==> src/rtl/evstamp_pkg.sv <==
package evstamp_pkg;
    localparam int FIELDS = 6;
    localparam int BCD_W  = 8;
    localparam int STAMP_W = FIELDS * BCD_W;

    typedef logic [BCD_W-1:0] bcd_t;

    typedef struct packed {
        bcd_t yr;
        bcd_t mon;
        bcd_t date;
        bcd_t hr;
        bcd_t min;
        bcd_t sec;
    } stamp_t;

    typedef enum logic {
        EV_ARMED   = 1'b0,
        EV_LATCHED = 1'b1
    } ev_state_e;

    function automatic bcd_t field_of(input logic [STAMP_W-1:0] flat, input int idx);
        return flat[idx*BCD_W +: BCD_W];
    endfunction
endpackage

==> src/rtl/evstamp_sync.sv <==
module evstamp_sync #(
    parameter int STAGES = 2
) (
    input  logic clk,
    input  logic rst,
    input  logic evin,
    output logic rise
);
    logic [STAGES-1:0] chain;
    logic              prev;

    for (genvar i = 0; i < STAGES; i++) begin : g_stage
        if (i == 0) begin : g_first
            always_ff @(posedge clk) begin
                if (rst) chain[0] <= 1'b0;
                else     chain[0] <= evin;
            end
        end else begin : g_next
            always_ff @(posedge clk) begin
                if (rst) chain[i] <= 1'b0;
                else     chain[i] <= chain[i-1];
            end
        end
    end

    always_ff @(posedge clk) begin
        if (rst) prev <= 1'b0;
        else     prev <= chain[STAGES-1];
    end

    assign rise = chain[STAGES-1] & ~prev;

    AST_RISE_SINGLE: assert property (@(posedge clk) disable iff (rst)
        rise |=> !rise);
endmodule

==> src/rtl/evstamp_ctrl.sv <==
module evstamp_ctrl
    import evstamp_pkg::*;
(
    input  logic clk,
    input  logic rst,
    input  logic rise,
    input  logic clr_req,
    input  logic det_en,
    output logic capture,
    output logic evt,
    output logic evdet_n
);
    ev_state_e state;

    assign capture = rise && ((state == EV_ARMED) || clr_req);
    assign evt     = (state == EV_LATCHED);

    always_ff @(posedge clk) begin
        if (rst) begin
            state   <= EV_ARMED;
            evdet_n <= 1'b1;
        end else if (capture) begin
            state   <= EV_LATCHED;
            evdet_n <= ~det_en;
        end else if (clr_req) begin
            state   <= EV_ARMED;
            evdet_n <= 1'b1;
        end
    end

    AST_FLAG_HOLD: assert property (@(posedge clk) disable iff (rst)
        (evt && !clr_req) |=> evt);
    AST_CLEAR_TAKES: assert property (@(posedge clk) disable iff (rst)
        (clr_req && !rise) |=> !evt);
    AST_CLEAR_THEN_CAPTURE: assert property (@(posedge clk) disable iff (rst)
        (clr_req && rise) |=> evt);
    AST_DETECT_IDLE: assert property (@(posedge clk) disable iff (rst)
        !evt |-> evdet_n);
endmodule

==> src/rtl/evstamp_bank.sv <==
module evstamp_bank #(
    parameter int FIELDS = 6,
    parameter int W      = 8
) (
    input  logic                clk,
    input  logic                rst,
    input  logic                capture,
    input  logic [FIELDS*W-1:0] live,
    output logic [FIELDS*W-1:0] stamp
);
    for (genvar k = 0; k < FIELDS; k++) begin : g_field
        always_ff @(posedge clk) begin
            if (rst)          stamp[k*W +: W] <= '0;
            else if (capture) stamp[k*W +: W] <= live[k*W +: W];
        end
    end

    AST_STAMP_LOAD: assert property (@(posedge clk) disable iff (rst)
        capture |=> (stamp == $past(live)));
    AST_STAMP_HOLD: assert property (@(posedge clk) disable iff (rst)
        !capture |=> $stable(stamp));
endmodule

==> src/rtl/evstamp_top.sv <==
module evstamp_top
    import evstamp_pkg::*;
#(
    parameter int                SYNC_STAGES = 2,
    parameter int                ADDR_W      = 8,
    parameter logic [ADDR_W-1:0] REG_BASE    = 8'h14,
    parameter logic [ADDR_W-1:0] STAT_ADDR   = 8'h0F
) (
    input  logic              clk,
    input  logic              rst,
    input  logic              evin,
    input  logic              evdet_en,
    input  logic [7:0]        time_sec,
    input  logic [7:0]        time_min,
    input  logic [7:0]        time_hr,
    input  logic [7:0]        time_date,
    input  logic [7:0]        time_mon,
    input  logic [7:0]        time_yr,
    input  logic              wr_en,
    input  logic [ADDR_W-1:0] wr_addr,
    input  logic              wr_evt,
    input  logic [ADDR_W-1:0] rd_addr,
    output logic [7:0]        rd_data,
    output logic              evt_flag,
    output logic              evdet_n,
    output logic [47:0]       stamp_flat
);
    stamp_t live;
    logic   rise;
    logic   capture;
    logic   clr_req;
    logic [ADDR_W-1:0] rd_off;

    always_comb begin
        live.sec  = time_sec;
        live.min  = time_min;
        live.hr   = time_hr;
        live.date = time_date;
        live.mon  = time_mon;
        live.yr   = time_yr;
    end

    assign clr_req = wr_en && (wr_addr == STAT_ADDR) && !wr_evt;

    evstamp_sync #(.STAGES(SYNC_STAGES)) u_sync (
        .clk  (clk),
        .rst  (rst),
        .evin (evin),
        .rise (rise)
    );

    evstamp_ctrl u_ctrl (
        .clk     (clk),
        .rst     (rst),
        .rise    (rise),
        .clr_req (clr_req),
        .det_en  (evdet_en),
        .capture (capture),
        .evt     (evt_flag),
        .evdet_n (evdet_n)
    );

    evstamp_bank #(.FIELDS(FIELDS), .W(BCD_W)) u_bank (
        .clk     (clk),
        .rst     (rst),
        .capture (capture),
        .live    (live),
        .stamp   (stamp_flat)
    );

    assign rd_off = rd_addr - REG_BASE;

    always_comb begin
        rd_data = '0;
        if (rd_addr == STAT_ADDR) begin
            rd_data = {7'b0, evt_flag};
        end else if (rd_addr >= REG_BASE) begin
            for (int k = 0; k < FIELDS; k++) begin
                if (rd_off == ADDR_W'(k)) rd_data = field_of(stamp_flat, k);
            end
        end
    end

    AST_RESET_CLEAN: assert property (@(posedge clk)
        rst |=> (!evt_flag && evdet_n && stamp_flat == '0));
    AST_STATUS_READ: assert property (@(posedge clk) disable iff (rst)
        (rd_addr == STAT_ADDR) |-> (rd_data == {7'b0, evt_flag}));
endmodule

==> config.mk <==
export PLATFORM = sky130hd
export DESIGN_NAME = evstamp_top
export DESIGN_NICKNAME = d
export VERILOG_FILES = /design/src/rtl/evstamp_pkg.sv /design/src/rtl/evstamp_sync.sv /design/src/rtl/evstamp_ctrl.sv /design/src/rtl/evstamp_bank.sv /design/src/rtl/evstamp_top.sv
export SDC_FILE = /design/constraint.sdc
export NUM_CORES = 1
export LEC_CHECK = 0
export BUFFER_PORTS_ARGS = -buffer_cell sky130_fd_sc_hd__buf_2
export CAP_MARGIN = 20
export CORE_MARGIN = 3
export CORE_UTILIZATION = 41
export CTS_CLUSTER_DIAMETER = 120
export CTS_CLUSTER_SIZE = 28
export DETAILED_ROUTE_END_ITERATION = 10
export PLACE_DENSITY = 0.79
export SYNTH_ARGS = -nofsm -noshare
export SYNTH_HDL_FRONTEND = slang
export SYNTH_SLANG_ARGS = --single-unit
==> constraint.sdc <==
create_clock -name clk -period 1.48 [get_ports clk]
set_input_delay 0.148 -clock clk [delete_from_list [all_inputs] [get_ports clk]]
set_output_delay 0.148 -clock clk [all_outputs]
set_load 0.03 [all_outputs]
==> results, run 1 <==
- TritonCTS built the clock tree.
- The post-synthesis cell count is 288.
- The post-detailed-route count of antenna-violating nets is 0.
- The die height is 84.5 um.
- The total non-filler cell area in the finished layout is 0.00386 mm2.
- CTS saw 53 sinks.
- The required time at the worst-slack endpoint is 1.33 ns.
- The initial DRC count is 109.
- On the final layout, the worst clock skew is 0.00822 ns.
- The H-tree generated during clock tree synthesis spans 2 levels.
- The count of final max-slew check failures was 0.
- The average footprint of a synthesized cell is slightly below 9 um2.
- The yosys synthesis warning count is 0.
- The synthesized net count is roughly 360.
- The largest net degree at the start of global routing is 57.
- In this run the biggest area consumer among cell types represents 42.0% of the synthesized area.
- After detailed routing, the number of remaining DRC violations is 0.
- The combined area of all synthesized cells is between 0.002 and 0.003 mm2.
- Timing would allow up to 599 MHz.
- The clock-pin slew reported for the worst setup and hold paths after clock tree synthesis is 0.10 ns.
- The tightest hold path in the finished design has a slack of 0.0340 ns.
- Setup repair after global routing could not meet its margin everywhere.
- The placeable core region is 0.00574 mm2.
- For this design, the CTS-stage hold fixing added 0 buffers.
- Headroom to the max-slew limit came out at 80.2%.
- The initial core utilization is 44.0%.
- The number of antenna diodes in the final layout is 0.
- The kind of start point of the critical path is a flip-flop.
- In the synthesized netlist the dominant register cell turns out to be sky130_fd_sc_hd__dfxtp_1.
- The number of buffers between clock root and the deepest sink is 2.
- The final layout contains 512 nets.
- After synthesis, the cell types taking the most area are sky130_fd_sc_hd__dfxtp_1 42%, sky130_fd_sc_hd__mux2i_1 20%, sky130_fd_sc_hd__nand2_1 16%.
- The global-route wire length before repair is 11900 um.
- The clock period minus final worst setup slack is 1.67 ns.
- After legalization and detailed placement, the total HPWL measured 5740 um.
- The share of cells above drive strength 1 is 53.3%.
- The largest fanout on the critical path is 2.
- In this run the static leakage power is 0.00179 uW.
- The class of the worst hold path is in -> reg.
- The number of global-route vias before repair was 2503.
- The actual slew at the worst max-slew pin is 0.294 ns.
- The count of cells in the finished layout, fillers not included, comes to approximately 500.
- The final setup TNS is -0.980 ns.
- The flow ran to the end, but the final reports show violations.
- In this run the power density over the cells is 761 mW/mm2.
- Summed over all layers, the routed wires come to approximately 7900 um.
- The area growth from synthesis to layout is 53.1%.
- The final reports fail on setup timing.
- The first TritonRoute pass finished after 4 iterations.
- Fill cells in the final layout number 476.
- The final worst-path setup slack is -0.189 ns.
- The final worst-path cycle share is 113%.
- The die outline width is about 84 um.
- The most area-hungry cell type in the Yosys netlist is sky130_fd_sc_hd__dfxtp_1.
- In this run, placement finished with an instance count of between 400 and 500.
- Across the run, the number of max-cap violations was 0.
- After detailed placement, the total cell area comes to 0.00343 mm2.
- The clock latency reported for the late side of the worst-skew pair is 0.30 ns.
- Counting the buffers created by CTS gives 5.
- The worst setup path is captured at a primary output.
- The number of enable flip-flop cells after synthesis is 0.
- After global routing the overflow that remains totals 0.
- The worst-case IR drop observed on VDD is about 0.53 mV.
- The number of rows in the core area is 27.
- The number of antenna violations at the first check in global routing was 0.
- The async set-or-reset flop fraction in the synthesized netlist is 0%.
- The final-report hold violation count came to 0.
- The global-route usage over all layers is between 20% and 30%.
- The average via count per standard cell is roughly 5.0.
- The die covers roughly 0.0071 mm2.
- The sequential share of the synthesized area is roughly 42%.
- Synthesis instantiated 33 different standard cells from the library.
- In this run the tool buffered the top-level ports with 127 buffer cells.
- Routability-driven placement finished with a final weighted congestion of 0.878.
- The cell sitting at the root of the clock tree is a sky130_fd_sc_hd__clkbuf_8.
- The number of register bits inferred by synthesis is 53.
- At the worst endpoint, the arrival time is around 1.5 ns.
- After detailed routing, the average wire length per cell comes to 15.3 um.
- The final setup violation count is 8.
- The detailed-route via count is between 2000 and 3000.
- The number of top-level pins is 128.
- The type of the worst setup path is reg -> out.
sequential cells by signal, summed over array words and instances, names as in the netlist:
signal / flops
u_sync.prev: 1
u_ctrl.evt: 1
u_ctrl.evdet_n: 1
u_bank.stamp: 48
u_sync.chain: 2
cells in the mapped netlist, types with 2 or more instances:
| library cell | instances |
|---|---|
| sky130_fd_sc_hd__a221oi_1 | 2 |
| sky130_fd_sc_hd__clkbuf_1 | 11 |
| sky130_fd_sc_hd__o21ai_0 | 8 |
| sky130_fd_sc_hd__nor2_1 | 11 |
| sky130_fd_sc_hd__mux2i_1 | 50 |
| sky130_fd_sc_hd__dfxtp_1 | 53 |
| sky130_fd_sc_hd__mux4_2 | 6 |
| sky130_fd_sc_hd__nor2b_1 | 3 |
| sky130_fd_sc_hd__buf_2 | 4 |
| sky130_fd_sc_hd__buf_4 | 3 |
| sky130_fd_sc_hd__buf_6 | 2 |
| sky130_fd_sc_hd__nand2_1 | 105 |
| sky130_fd_sc_hd__a21oi_1 | 9 |
| sky130_fd_sc_hd__nand2b_1 | 2 |
cell families after synthesis:
kind of cell	Yosys count	share of synthesized area, %
flip-flops	53	42.0
multiplexers	57	25.6
AO/OA/AOI/OAI	26	6.44
AND/OR/NAND/NOR	130	21.4
buffers and inverters	22	4.51
timing repair:
item	in CTS	in global routing
gates resized for setup	46	28
buffers inserted	14	3
endpoints found under the setup margin	8	8
pin swaps	14	8
endpoints found under the hold margin	0	0
cells in the final DEF, fill, tap and decap left out, drive strengths merged, types with 2 or more instances in the layout:
cell / count
o21ai: 8
nand2: 105
nand2b: 2
clkinv: 2
nor2: 11
dfxtp: 53
inv: 2
a21oi: 10
a221oi: 2
buf: 167
nor2b: 3
clkbuf: 6
mux2i: 50
mux4: 6
where the power goes:
group	switching [uW]	leakage [uW]	internal [uW]
Clock	475	0.0000512	380
Combinational	317	0.00130	250
Sequential	40.3	0.000443	1480
layout make-up:
| cell class | count | area, um2 | area share, % |
|---|---|---|---|
| Multi-Input combinational cell | 213 | 1510 | 39.1 |
| Sequential cell | 53 | 1090 | 28.3 |
| Timing Repair Buffer | 167 | 1070 | 27.6 |
| Tap cell | 72 | 90.1 | 2.33 |
| Clock buffer | 6 | 82.6 | 2.14 |
| Clock inverter | 2 | 13.8 | 0.356 |
| Inverter | 2 | 7.51 | 0.194 |
path summary, 6_finish.rpt:
kind                         from               end  slack (ns)  cells after the start
hold / removal           evdet_en    u_ctrl.evdet_n        0.03                      2
setup reg to reg      u_sync.prev  u_bank.stamp[12]        0.17                      4
hold reg to reg   u_sync.chain[0]   u_sync.chain[1]        0.45                      1
setup / recovery  u_bank.stamp[2]        rd_data[2]       -0.19                      5
per-layer routing:
layer  wire length [um]  up-vias  part of all wire (%)  track usage [%]
li1                   -     1285                     -                -
met1               3230     1196                    41             25.1
met2               4020       99                    51             37.1
met3                543        6                   6.9             4.51
met4                 63        0                  0.80             4.17
met5                  0        -                     0                0
worst max-delay path, stage by stage (launching register included):
cell and delay [ns]:
sky130_fd_sc_hd__dfxtp_4 0.36, sky130_fd_sc_hd__inv_2 0.04, sky130_fd_sc_hd__a2111oi_4 0.21, sky130_fd_sc_hd__o221ai_2 0.16, sky130_fd_sc_hd__a221oi_4 0.29, sky130_fd_sc_hd__buf_6 0.17
metrics by stage:
stage	util [%]	total power [uW]	setup WS, ns
2_1_floorplan	-	1840	-0.113
3_3_place_gp	59.7	2060	-0.217
3_5_place_dp	59.7	2070	-0.237
4_1_cts	65.3	2950	-0.178
5_1_grt	67.3	3070	-0.245
6_report	67.3	2940	-0.189
No activity file was read; power rests on OpenSTA's default activity.
==> run 2: changes to the inputs <==
--- a/config.mk
+++ b/config.mk
@@ -8,11 +8,11 @@
 export BUFFER_PORTS_ARGS = -buffer_cell sky130_fd_sc_hd__buf_2
 export CAP_MARGIN = 20
 export CORE_MARGIN = 3
-export CORE_UTILIZATION = 41
+export CORE_UTILIZATION = 40
 export CTS_CLUSTER_DIAMETER = 120
 export CTS_CLUSTER_SIZE = 28
 export DETAILED_ROUTE_END_ITERATION = 10
-export PLACE_DENSITY = 0.79
+export PLACE_DENSITY = 0.77
 export SYNTH_ARGS = -nofsm -noshare
 export SYNTH_HDL_FRONTEND = slang
 export SYNTH_SLANG_ARGS = --single-unit
==> run 2 against run 1 <==
The run still ends with setup timing left. Worst hold slack worse by 0.025 ns. Wire length down 5.4%. Register-to-register slack better by 0.02 ns. Global-route usage down 0.79 points. Via count down 2.5%. Clock skew up 0.0065 ns. Maximum frequency about the same.
==> results, run 2 (synthesis results as in run 1) <==
- The run finished, with violations left.
- The final reports fail on setup timing.
- Across the routed clock network, the largest skew measured is 0.0147 ns.
- From synthesis to final layout, the design area changed by 47.9%.
- The most frequent standard cell in the layout excluding fill and tap cells is sky130_fd_sc_hd__buf_2.
- The initialized floorplan defines 28 standard-cell rows.
- Counting along the longest clock path gives a buffer depth of 2.
- The total area inside the core boundary comes to 0.00603 mm2.
- The number of global-route vias before repair is 2423.
- STA puts the critical path data arrival time at 1.52 ns.
- After layout, the minimum clock period comes to 1.67 ns.
- The total DRC errors in the routed layout is 0.
- Dividing the detail-routed wire length by the instance count gives between 10 and 15 um.
- Summed over all nets, the half-perimeter wirelength after detailed placement is 5580 um.
- The cell class contributing the biggest share of worst-path delay is compound AO/OA/AOI/OAI gates.
- The full die area is 0.00730 mm2.
- The share of cells above drive strength 1 is roughly half.
- The number of antenna violations at the first check in global routing is 0.
- The flip-flop count of the largest register, all copies and words added is 48.
- The endpoint type of the worst setup path is a primary output.
- TritonCTS built the clock tree.
- The initial core utilization is 41.9%.
- The kind of start point of the critical path is a flip-flop.
- Setup repair after global routing could not meet its margin everywhere.
- The peak supply drop is 0.428 mV.
- The final worst-path cycle share is 113%.
- For met3 alone, demand over resource in global routing was about 3.8%.
- The register with the most flip-flops is u_bank.stamp.
- CTS built an H-tree with a depth of 2.
- Routability-driven placement finished with a final weighted congestion of 0.843.
- The met1 track utilization from global routing is 24.1%.
- For this run, the total global-route usage over all layers was measured as 19.8%.
- The final-report hold violation count is 0.
- In this run the remaining antenna-violating nets after routing total 0.
- Entering global routing, the biggest net connects 98 pins.
- For this block, the initial DRC count from the detailed router was 110.
- The detailed-route via count is about 2500.
- Global routing finished with a remaining overflow of 0.
- The die is 85.5 um wide.
- The clock root buffer is sky130_fd_sc_hd__clkbuf_8.
- The count of buffering cells on the critical path with inverters included is 2.
- During placement, the flow inserted port buffers numbering around 130.
- The critical path is of the reg -> out type.
- Summed over all layers, the routed wires come to 7430 um.
- The clock latency reported for the late side of the worst-skew pair is 0.31 ns.
- The tool flagged a number of max-cap violations equal to 0.
- The total clock sinks is 53.
- From bottom edge to top edge, the die measures 85.5 um.
- In this run the count of I/O pins placed on the die edge is ~130.
- The global-route wire length before repair is 11500 um.
- The post-layout net count is 503.
- Including well taps, the total number of placed cells is 490.
- In the post-route analysis, the smallest setup slack over all paths is -0.188 ns.
- The count of final max-slew check failures is 0.
- After the flow finishes, the layout carries non-filler instances totaling 509.
- In the final layout, the registers with the most flip-flops are u_bank.stamp x48, u_sync.chain x2.
- The met2 usage is 35.6%.
- The clock-pin slew reported for the worst setup and hold paths after clock tree synthesis is 0.11 ns.
- The area of the multi-input gates is 0.00147 mm2.
- The total non-filler cell area in the finished layout is 0.00373 mm2.
- The final setup TNS is -0.749 ns.
- The total inserted antenna cells is 0.
- The maximum achievable frequency is 599 MHz.
- The storage element area is 0.00109 mm2.
- Hold timing on the final database bottoms out at a slack of 0.00894 ns.
- In this run the static leakage power is 0.00174 uW.
- Counting the fill cells in the layout gives 523.
- The signal on the critical path passes through inv_2 > a2111oi_4 > o221ai_2 > a221oi_4 > buf_6.
- In the layout the commonest cells are 118 x sky130_fd_sc_hd__buf_2, 99 x sky130_fd_sc_hd__nand2_1, 50 x sky130_fd_sc_hd__mux2i_1.
- Dividing total power by cell area gives a power density of 789 mW/mm2.
- On the worst path, the slowest cell contributes a delay of 0.36 ns.
- The actual slew at the worst max-slew pin is 0.374 ns.
- Data on the critical path is required at its endpoint by 1.33 ns.
- After detailed routing, the number of vias per cell comes to 4.95.
- Setup violations remaining at the end of the flow were counted as 7.
- Buffers inserted during clock tree synthesis total 5.
- The slowest stage of the critical path belongs to the cell sky130_fd_sc_hd__dfxtp_4.
- Along the worst path, the maximum fanout reaches 2.
- The worst pin sits at a relative slew slack of 75.1%.
- Once placement finished, the instance area stood at 0.00339 mm2.
- The class of the worst hold path is in -> reg.
- The global routing stage identified its most utilized layer as met2.
- The first detailed-routing pass took 4 iterations.
-- run 2: final cells by class --
class	instances	area share [%]
clock buffer	6	2.21
tap	75	2.51
timing repair buffer	158	25.9
inverter	2	0.201
sequential	53	29.3
multi-input combinational	213	39.5
clock inverter	2	0.469
-- run 2: what timing repair did --
item	CTS	global route
hold buffers	0	0
buffers inserted	11	0
pin swaps	12	5
gates resized for setup	45	13
endpoints found under the setup margin	8	8
-- run 2: routing by layer --
layer	vias to the layer above	wire length, um
li1	1263	-
met1	1164	3160
met2	87	3770
met3	7	453
met4	0	52
met5	-	0
-- run 2: through the flow --
step	power, uW	setup WS [ns]	util (%)
5_1_grt	3070	-0.249	62.0
3_3_place_gp	2050	-0.212	56.3
3_5_place_dp	2060	-0.255	56.3
4_1_cts	2980	-0.195	61.5
6_report	2950	-0.188	62.0
2_1_floorplan	1840	-0.113	-
-- run 2: where the power goes --
part	switching, uW	internal (uW)	total [uW]
Sequential	37.4	1480	1520
Combinational	310	233	543
Clock	497	390	886
-- run 2: path summary, 6_finish.rpt --
| kind | start | to | slack (ns) | cells past startpoint |
|---|---|---|---|---|
| max | u_bank.stamp[2] | rd_data[2] | -0.19 | 5 |
| min | evdet_en | u_ctrl.evdet_n | 0.009 | 2 |
| max reg2reg | u_sync.prev | u_bank.stamp[4] | 0.19 | 4 |
| min reg2reg | u_sync.chain[0] | u_sync.chain[1] | 0.45 | 1 |
==> run 3: changes to the inputs <==
--- a/config.mk
+++ b/config.mk
@@ -9,10 +9,13 @@
 export CAP_MARGIN = 20
 export CORE_MARGIN = 3
 export CORE_UTILIZATION = 40
+export CTS_BUF_LIST = sky130_fd_sc_hd__clkbuf_2 sky130_fd_sc_hd__clkbuf_4 sky130_fd_sc_hd__clkbuf_8
 export CTS_CLUSTER_DIAMETER = 120
 export CTS_CLUSTER_SIZE = 28
 export DETAILED_ROUTE_END_ITERATION = 10
 export PLACE_DENSITY = 0.77
+export SETUP_SLACK_MARGIN = 0.1
+export SLEW_MARGIN = 20
 export SYNTH_ARGS = -nofsm -noshare
 export SYNTH_HDL_FRONTEND = slang
 export SYNTH_SLANG_ARGS = --single-unit
==> run 3 against run 2 <==
The flow still finishes with violations (setup timing). Sequential power about the same. Wire length is 5.5% higher. Non-clock buffer count is 6 higher. Final cell count is 1.2% higher. Clock skew shrank 0.0089 ns. Final area grew 2.8%. Clock-buffer cell count down 1. Core utilization rose by 1.8 points. Worst hold slack better by 0.025 ns. Register-to-register slack is essentially flat. Critical path depth is the same. Clock power decreased by 5.3%. Critical path type unchanged. Critical endpoint unchanged. Largest power group unchanged. Highest routed layer unchanged.
==> results, run 3 (synthesis results as in run 1) <==
- More flip-flops sit in one register than any other, and that register is u_bank.stamp.
- In the final layout, the registers with the most flip-flops are u_bank.stamp x48, u_sync.chain x2.
- Across all hold checks on the routed design, the worst slack comes to 0.0339 ns.
- The post-route clock skew is 0.00576 ns.
- Counting the fill cells in the layout gives 518.
- The number of global-route vias before repair was 2614.
- The internal power is 2070 uW.
- The leakage power is 0.00178 uW.
- At the worst endpoint, the required time is 1.33 ns.
- The routability-driven placement congestion ratio is 0.864.
- The total non-filler cell area in the finished layout is 0.00384 mm2.
- The switching power is 862 uW.
- The actual slew at the worst max-slew pin is roughly 0.43 ns.
- The number of antenna violations at the first check in global routing is 0.
- The type of the worst setup path is reg -> out.
- The global-route usage over all layers is a little over 20%.
- The proportion of power drawn by the clock network is 28.6%.
- Setup repair after global routing could not meet its margin everywhere.
- The placeable core region is 0.00603 mm2.
- Compared with the post-synthesis result, the final layout area differs by 52.1%.
- The library cell used most frequently in the layout, excluding fill and tap cells, is sky130_fd_sc_hd__buf_2.
- The share of cells above drive strength 1 is 52.5%.
- The die height is 85.5 um.
- The total of buffers placed on input and output ports is 127.
- The first routing iteration left 94 violations.
- 128 I/O pins were placed.
- The worst-case headroom to the max-slew limit is 71.7%.
- The number of rows in the core area is 28.
- The area of the multi-input gates is 0.00149 mm2.
- After detailed routing, the number of vias per cell comes to 5.11.
- The final-report hold violation count was 0.
- The total clock sinks is 53.
- The count of final max-slew check failures was 0.
- The initial utilization of the core area, before any placement, comes to 41.9%.
- Timing would allow up to between 500 and 600 MHz.
- In this run the cell area measured after placement is 0.00342 mm2.
- The post-detailed-placement half-perimeter wirelength is 5680 um.
- The filler-free cell count of the finished design is a little over 500.
- After routing, the total negative slack on setup checks comes to -0.820 ns.
- CTS built an H-tree with a depth of 2.
- The TritonCTS clock tree is yes.
- IR analysis of the VDD net gives a maximum drop of between 0.4 and 0.5 mV.
- The clock period minus final worst setup slack is 1.70 ns.
- The clock-pin slew reported for the worst setup and hold paths after clock tree synthesis is ~0.1 ns.
- The post-layout net count is 509.
- The final worst-path setup slack is -0.216 ns.
- The detailed router placed ~2600 vias in this run.
- The number of max-capacitance violations reported is 0.
- For this run the aggregate overflow at the end of global routing stands at 0.
- The proportion of total power due to net switching is 29.4%.
- The die covers 0.00730 mm2.
- The die outline width is 85.5 um.
- The cell sitting at the root of the clock tree is a sky130_fd_sc_hd__clkbuf_8.
- The run finished, with violations left.
- In this run the worst path has a maximum fanout of 3.
- The repair_antennas step left the layout with diodes totalling 0.
- Clock latency on the worst-skew pair, taken at its later pin, is around 0.30 ns.
- The total power divided by cell area is 763 mW/mm2.
- The cell count after placement is between 400 and 500.
- The checks that failed: setup timing.
- The largest net degree at the start of global routing is 51.
- The final worst-path cycle share is 115%.
- The flip-flop count of the largest register, all copies and words added is 48.
- In this run the remaining antenna-violating nets after routing total 0.
- Setup violations remaining at the end of the flow were counted as 7.
- The arrival time of the worst setup path is 1.55 ns.
- The wire length per cell after detailed routing is 15.2 um.
- In the layout the commonest cells are 117 x sky130_fd_sc_hd__buf_2, 99 x sky130_fd_sc_hd__nand2_1, 50 x sky130_fd_sc_hd__mux2i_1.
- The global-route wire length before repair is 12100 um.
- In the final layout, flip-flops and latches occupy between 0.001 and 0.0015 mm2.
- The kind of start point of the critical path is a flip-flop.
- The endpoint type of the worst setup path is a primary output.
- The combinational share of power is 19.6%.
- The sum of routed wire length over all layers is approximately 7800 um.
- Clock tree synthesis inserted a total of 5 buffers.
- The fraction of the core area covered by cells at the end of the flow is approximately 64%.
- The worst hold path belongs to the class in -> reg.
- The sequential share of power is between 50 and 60%.
- The total DRC errors in the routed layout is 0.
- Before antenna repair, the detailed router went through 4 iterations.
- In this run the deepest clock path goes through 2 buffers.
run 3: power groups by stage:
stage	Clock, uW	Combinational (uW)	Sequential [uW]
after floorplan	0	210	1630
after global placement	0	508	1550
after detailed placement	0	518	1550
after CTS	859	544	1520
after global routing	905	622	1520
final	839	576	1520
run 3: final cells by class:
| cell class | instances | share of cell area, % |
|---|---|---|
| Clock buffer | 5 | 1.79 |
| Clock inverter | 3 | 0.554 |
| Inverter | 2 | 0.261 |
| Multi-Input combinational cell | 213 | 38.7 |
| Sequential cell | 53 | 28.6 |
| Tap cell | 75 | 2.44 |
| Timing Repair Buffer | 164 | 27.6 |
run 3: critical path, stage by stage (launching register included):
cell,delay (ns)
sky130_fd_sc_hd__dfxtp_4,0.38
sky130_fd_sc_hd__inv_4,0.04
sky130_fd_sc_hd__a2111oi_4,0.19
sky130_fd_sc_hd__o221ai_2,0.16
sky130_fd_sc_hd__a221oi_4,0.30
sky130_fd_sc_hd__buf_6,0.17
run 3: final timing paths:
path / from / end / slack, ns / cells past startpoint
hold / removal: evdet_en / u_ctrl.evdet_n / 0.03 / 2
setup reg to reg: u_sync.prev / u_bank.stamp[14] / 0.19 / 5
hold reg to reg: u_sync.chain[0] / u_sync.chain[1] / 0.46 / 1
setup / recovery: u_bank.stamp[2] / rd_data[2] / -0.22 / 5
run 3: layer usage:
metal / vias up / routed length (um) / track usage (%) / share of wire (%)
li1: 1281 / - / - / -
met1: 1226 / 3240 / 24.9 / 41
met2: 112 / 3920 / 36.2 / 50
met3: 13 / 533 / 3.69 / 6.8
met4: 0 / 140 / 6.76 / 1.8
met5: - / 0 / 0 / 0
run 3: what timing repair did:
item	CTS	global route
resized for setup	47	11
hold buffers	0	0
gates cloned	0	2
pin swaps	7	13
setup buffers	10	8
setup endpoints to repair	8	10
run 3: per-stage QoR:
step / total power [uW] / setup WS (ns)
after floorplan: 1850 / 0.0484
after CTS: 2920 / -0.214
after global placement: 2060 / -0.131
final: 2930 / -0.216
after global routing: 3050 / -0.302
after detailed placement: 2070 / -0.177
